==> config.mk <==
export PLATFORM = sky130hd
export DESIGN_NAME = refsel_top
export DESIGN_NICKNAME = d
export VERILOG_FILES = /design/src/rtl/refsel_pkg.sv /design/src/rtl/refsel_datapath.sv /design/src/rtl/refsel_control.sv /design/src/rtl/refsel_top.sv
export SDC_FILE = /design/constraint.sdc
export NUM_CORES = 1
export LEC_CHECK = 0
export CORE_MARGIN = 3
export CORE_UTILIZATION = 45
export CTS_CLUSTER_SIZE = 20
export DETAILED_ROUTE_END_ITERATION = 10
export GPL_TIMING_DRIVEN = 0
export PLACE_DENSITY = 0.7
export SKIP_CTS_REPAIR_TIMING = 1
export SYNTH_ARGS = -nofsm -noshare
export SYNTH_HDL_FRONTEND = slang
export SYNTH_SLANG_ARGS = --single-unit
==> constraint.sdc <==
create_clock -name clk -period 3.8 [get_ports clk]
set_input_delay 1.14 -clock clk [delete_from_list [all_inputs] [get_ports clk]]
set_output_delay 1.14 -clock clk [all_outputs]
set_load 0.05 [all_outputs]
==> src/rtl/refsel_pkg.sv <==
package refsel_pkg;

  typedef enum logic [1:0] {
    KIND_FREE = 2'd0,
    KIND_NORM = 2'd1,
    KIND_HOLD = 2'd2
  } opKindT;

  typedef struct packed {
    opKindT kind;
    logic   role;   // 0 primary role, 1 secondary role
  } selStateT;

  typedef struct packed {
    logic cntClear;
    logic cntRun;
  } guardCtlT;

  localparam logic [1:0] MODE_MAN_NORM = 2'b00;
  localparam logic [1:0] MODE_MAN_HOLD = 2'b01;
  localparam logic [1:0] MODE_MAN_FREE = 2'b10;
  localparam logic [1:0] MODE_AUTO     = 2'b11;

endpackage

==> src/rtl/refsel_datapath.sv <==
module refsel_datapath
  import refsel_pkg::*;
#(
  parameter int GUARD_W     = 16,
  parameter int SYNC_STAGES = 2
) (
  input  logic               clk,
  input  logic               rstN,
  input  logic               lossPri,
  input  logic               lossSec,
  input  logic [GUARD_W-1:0] guardLimit,
  input  logic [1:0]         modeSel,
  input  logic               swapSel,
  input  guardCtlT           guardCtl,
  input  selStateT           stateQ,
  output logic [1:0]         syncPair,
  output logic               guardDone,
  output logic               refIdx,
  output logic [1:0]         opState
);

  localparam int NUM_LOSS = 2;

  logic [NUM_LOSS-1:0] lossRaw;
  logic [GUARD_W-1:0]  guardCnt;
  logic                flipQ;

  assign lossRaw = {lossPri, lossSec};

  // one synchronizer chain per loss indicator
  for (genvar g = 0; g < NUM_LOSS; g++) begin : gSync
    logic [SYNC_STAGES-1:0] chain;
    always_ff @(posedge clk or negedge rstN) begin
      if (!rstN) chain <= '0;
      else       chain <= {chain[SYNC_STAGES-2:0], lossRaw[g]};
    end
    assign syncPair[g] = chain[SYNC_STAGES-1];
  end

  // guard interval counter
  always_ff @(posedge clk or negedge rstN) begin
    if (!rstN)                guardCnt <= '0;
    else if (guardCtl.cntClear) guardCnt <= '0;
    else if (guardCtl.cntRun)   guardCnt <= guardCnt + 1'b1;
  end

  assign guardDone = (guardCnt == guardLimit);

  // role swap applies only in automatic mode
  always_ff @(posedge clk or negedge rstN) begin
    if (!rstN) flipQ <= 1'b0;
    else       flipQ <= (modeSel == MODE_AUTO) && swapSel;
  end

  assign opState = stateQ.kind;
  assign refIdx  = stateQ.role ^ flipQ;

endmodule

==> src/rtl/refsel_control.sv <==
module refsel_control
  import refsel_pkg::*;
(
  input  logic       clk,
  input  logic       rstN,
  input  logic [1:0] modeSel,
  input  logic       swapSel,
  input  logic [1:0] syncPair,
  input  logic       guardDone,
  output guardCtlT   guardCtl,
  output selStateT   stateQ
);

  selStateT stateNxt;
  logic     isAuto;
  logic     inGuard;

  assign isAuto  = (modeSel == MODE_AUTO);
  assign inGuard = isAuto && (stateQ.kind == KIND_HOLD) && !stateQ.role
                   && (syncPair == 2'b10);

  assign guardCtl.cntClear = !inGuard;
  assign guardCtl.cntRun   = inGuard && !guardDone;

  always_comb begin
    stateNxt = stateQ;
    if (!isAuto) begin
      case (modeSel)
        MODE_MAN_NORM: stateNxt = '{kind: KIND_NORM, role: swapSel};
        MODE_MAN_HOLD: stateNxt = '{kind: KIND_HOLD, role: swapSel};
        default:       stateNxt = '{kind: KIND_FREE, role: 1'b0};
      endcase
    end else begin
      case (syncPair)
        2'b10: begin
          case (stateQ.kind)
            KIND_FREE: stateNxt = '{kind: KIND_NORM, role: 1'b1};
            KIND_NORM: if (!stateQ.role) stateNxt = '{kind: KIND_HOLD, role: 1'b0};
            KIND_HOLD: if (stateQ.role || guardDone)
                         stateNxt = '{kind: KIND_NORM, role: 1'b1};
            default:   stateNxt = '{kind: KIND_FREE, role: 1'b0};
          endcase
        end
        2'b11: begin
          if (stateQ.kind == KIND_NORM)
            stateNxt = '{kind: KIND_HOLD, role: stateQ.role};
        end
        default: stateNxt = '{kind: KIND_NORM, role: 1'b0};
      endcase
    end
  end

  always_ff @(posedge clk or negedge rstN) begin
    if (!rstN) stateQ <= '{kind: KIND_FREE, role: 1'b0};
    else       stateQ <= stateNxt;
  end

endmodule

==> src/rtl/refsel_top.sv <==
module refsel_top
  import refsel_pkg::*;
#(
  parameter int GUARD_W = 16
) (
  input  logic               clk,
  input  logic               rstN,
  input  logic [1:0]         modeSel,
  input  logic               swapSel,
  input  logic               lossPri,
  input  logic               lossSec,
  input  logic [GUARD_W-1:0] guardLimit,
  output logic               refIdx,
  output logic [1:0]         opState
);

  guardCtlT   guardCtl;
  selStateT   stateQ;
  logic [1:0] syncPair;
  logic       guardDone;

  refsel_control control_i (
    .clk       (clk),
    .rstN      (rstN),
    .modeSel   (modeSel),
    .swapSel   (swapSel),
    .syncPair  (syncPair),
    .guardDone (guardDone),
    .guardCtl  (guardCtl),
    .stateQ    (stateQ)
  );

  refsel_datapath #(.GUARD_W(GUARD_W), .SYNC_STAGES(2)) datapath_i (
    .clk        (clk),
    .rstN       (rstN),
    .lossPri    (lossPri),
    .lossSec    (lossSec),
    .guardLimit (guardLimit),
    .modeSel    (modeSel),
    .swapSel    (swapSel),
    .guardCtl   (guardCtl),
    .stateQ     (stateQ),
    .syncPair   (syncPair),
    .guardDone  (guardDone),
    .refIdx     (refIdx),
    .opState    (opState)
  );

endmodule

==> results by group <==
Logic synthesis
  • Seq cells post-synth: 24
  • Number of synthesized flops with an enable pin: 0
  • Syn_nets: 173
  • Top-count cell post-synth: dfrtp_1
  • Commonest cells post-synth: dfrtp_1, xnor2_1, a21oi_1
  • Seq/Total Area, Yosys: 41.10%
  • Dominant cell type by area after synthesis: dfrtp_1
  • Cell area after synthesis: 1461 um^2
  • Syn Area/Cell: 9.808 um^2
  • Cell types occupying the most area after synthesis: dfrtp_1, xnor2_1, or4_1, a21oi_1, o21ai_0
  • Synth async-reset ratio: 100.0%
  • Post-synth top area share: 41.10%
  • Synth warnings: 0
  • Yosys cell types: 36
  • Prevailing post-synth register cell: dfrtp_1
  • Post-Syn Instances: around 150

Die
  • Die X: 62.99 um
  • Site row count: 20
  • Core area: a little over 3000 um^2
  • Io pins: 26
  • Die Ht: ~63 um
  • Initial core utilization: 47.48%
  • Die area: 3967 um^2

Critical path
  • CP Launch Type: flip-flop
  • CP Capture Type: output port
  • Worst Path Arrival: 1800 ps
  • Critical path cell sequence: xor2_1 > clkdlybuf4s50_1
  • Worst Path Required: 2660 ps
  • Slowest-stage cell, CP: clkdlybuf4s50_1
  • Worst Path Max Fanout: 6
  • Kind of critical path: flip-flop to output port
  • Worst reg2reg setup slack: 1670 ps
  • CP top delay family: buffers and inverters
  • CP max stage delay: 820 ps
  • WP buf/inv: 1

Pwr
  • P_leak: 0.6915 nW
  • Maximum vdd drop: 0.0001803 V
  • Power per cell area: 291.9 nW/um^2

Run status
  • Status: complete, no violations

Route
  • TritonRoute pass-1 iters: 4
  • Avg WL per Cell: 15.02 um
  • DRC Markers: 0
  • Initial drt markers: 42
  • Post-DR vias/cell: 5.545
  • Via count: 1231
  • Antenna viol nets, final: 0
  • WL final: 3335 um

Place
  • Placement Setup Slack: 605.3 ps
  • GP Congestion: 0.8338
  • Cell count after placement: 218
  • Post-DP HPWL: 2463 um
  • IO Port Bufs: 25

Global routing
  • Global-route wire length before repair: 5678 um
  • GRT Overall Usage: between 15 and 20%
  • Gr ovfl total: 0
  • Initial antenna violation count: 0
  • Vias in the first global route: 1283
  • Pin count of the biggest net entering global routing: 25

Final layout
  • Non-filler instance count after layout: 222
  • Register area: 600.6 um^2
  • Fillers: 297
  • Share of post-route cells with drive strength above 1: approximately 11%
  • Antenna cell count: 0
  • Syn-to-layout area delta: 24.49%
  • Final Util: 59.11%
  • Nets@finish: 203
  • Area of the multi-input gates: between 700 and 800 um^2

Run
  • Max cap viols: 0

STA
  • Clock Skews: 6.665 ps
  • Worst Tran Pin Value: ~1100 ps
  • Final min period: 2938 ps
  • Max-slew headroom: 26.45%
  • Setup WS post-layout: 861.7 ps
  • Max Clk Rate: between 300 and 400 MHz
  • RSZ-0062 raised after global routing: false
  • Final period util: 77.32%
  • Setup Viol. Count Final: 0
  • Final Hold Violating Endpoints: 0
  • TNS Setup: 0 ps
  • Max-slew violations: 0

CTS
  • Worst-path clk slew: 140 ps
  • CTS sink cnt: 24
  • CTS buffer count: 3
  • CTS H-Tree Depth: 1
  • TritonCTS clock tree: yes
  • CTS root buffer: clkbuf_4
  • Clk buf depth: 2
  • Clock Latency Late Sink: approximately 320 ps

Worst hold path
  • Class of the worst hold path: flip-flop to flip-flop
-- final timing paths --
check	startpoint	to	cells after the start
worst min-delay path	datapath_i.gSync[1].chain[0]	datapath_i.gSync[1].chain[1]	0
min in group asynchronous	rstN	control_i.stateQ[2]	1
max in group asynchronous	rstN	datapath_i.guardCnt[4]	1
worst max-delay path	control_i.stateQ[0]	refIdx	2
worst min register to register	datapath_i.gSync[1].chain[0]	datapath_i.gSync[1].chain[1]	0
worst max register to register	datapath_i.guardCnt[3]	control_i.stateQ[2]	7
-- final cells by class --
cell class	count	area share (%)
Multi-Input combinational cell	113	42.50
Sequential cell	24	33.01
Timing Repair Buffer	25	13.76
Buffer	9	4.195
Tap cell	44	3.026
Clock inverter	1	1.651
Clock buffer	3	1.238
Inverter	3	0.6190
-- through the flow --
step                      instance area (um^2)  total power, mW  hold WS [ps]
after global placement                    1767           0.3467         331.3
after global routing                      1819           0.5525         380.6
final                                     1819           0.5310         366.7
after detailed placement                  1767           0.3491         337.3
after CTS                                 1819           0.5359         369.1
after floorplan                           1461           0.3070         331.2
-- state kept, by name, indices dropped and copies added (netlist names) --
signal                  flops
datapath_i.gSync.chain      4
control_i.stateQ            3
datapath_i.guardCnt        16
datapath_i.flipQ            1
-- cells in the final DEF, fill, tap and decap left out, drive strengths merged --
cell	synthesis	final
or3	8	8
dfrtp	24	24
xnor2	16	16
buf	8	8
a21oi	13	13
inv	3	3
and3	3	3
nand3	7	7
o221a	1	1
nand2	8	8
mux2i	1	1
nand4	8	8
xor2	2	2
bufinv	0	1
nor4	2	2
nor2	5	5
o22a	1	1
clkbuf	1	4
and2	1	1
nor3b	1	1
mux2	2	2
or2	1	1
a21boi	1	1
o211ai	3	3
nor3	1	1
clkdlybuf4s50	0	25
o21ai	10	10
o31ai	5	5
nand2b	3	3
ha	1	1
or4	9	9
-- logic make-up (layout without fill, tap and decap cells) --
family,after synthesis,count (layout),share of synthesized area [%]
xor+xnor,18,18,10.79
buf+inv,12,41,5.992
fa+ha+maj,1,1,0.8560
compound gates,34,34,13.87
simple gates,57,57,25.17
mux,3,3,2.226
flops,24,24,41.10
-- per-layer routing --
layer	vias to the layer above	share of wire, %	global-route usage, %
li1	605	-	-
met1	581	44	21.88
met2	41	50	31.09
met3	4	5.1	2.878
met4	0	0.93	7.438
met5	-	0	0
-- power breakdown --
| group | internal [mW] | switching (mW) |
|---|---|---|
| logic | 0.0409 | 0.0352 |
| clock network | 0.107 | 0.0805 |
| registers | 0.261 | 0.00666 |
| total | 0.409 | 0.122 |
Power figures use the tool's default switching activity.
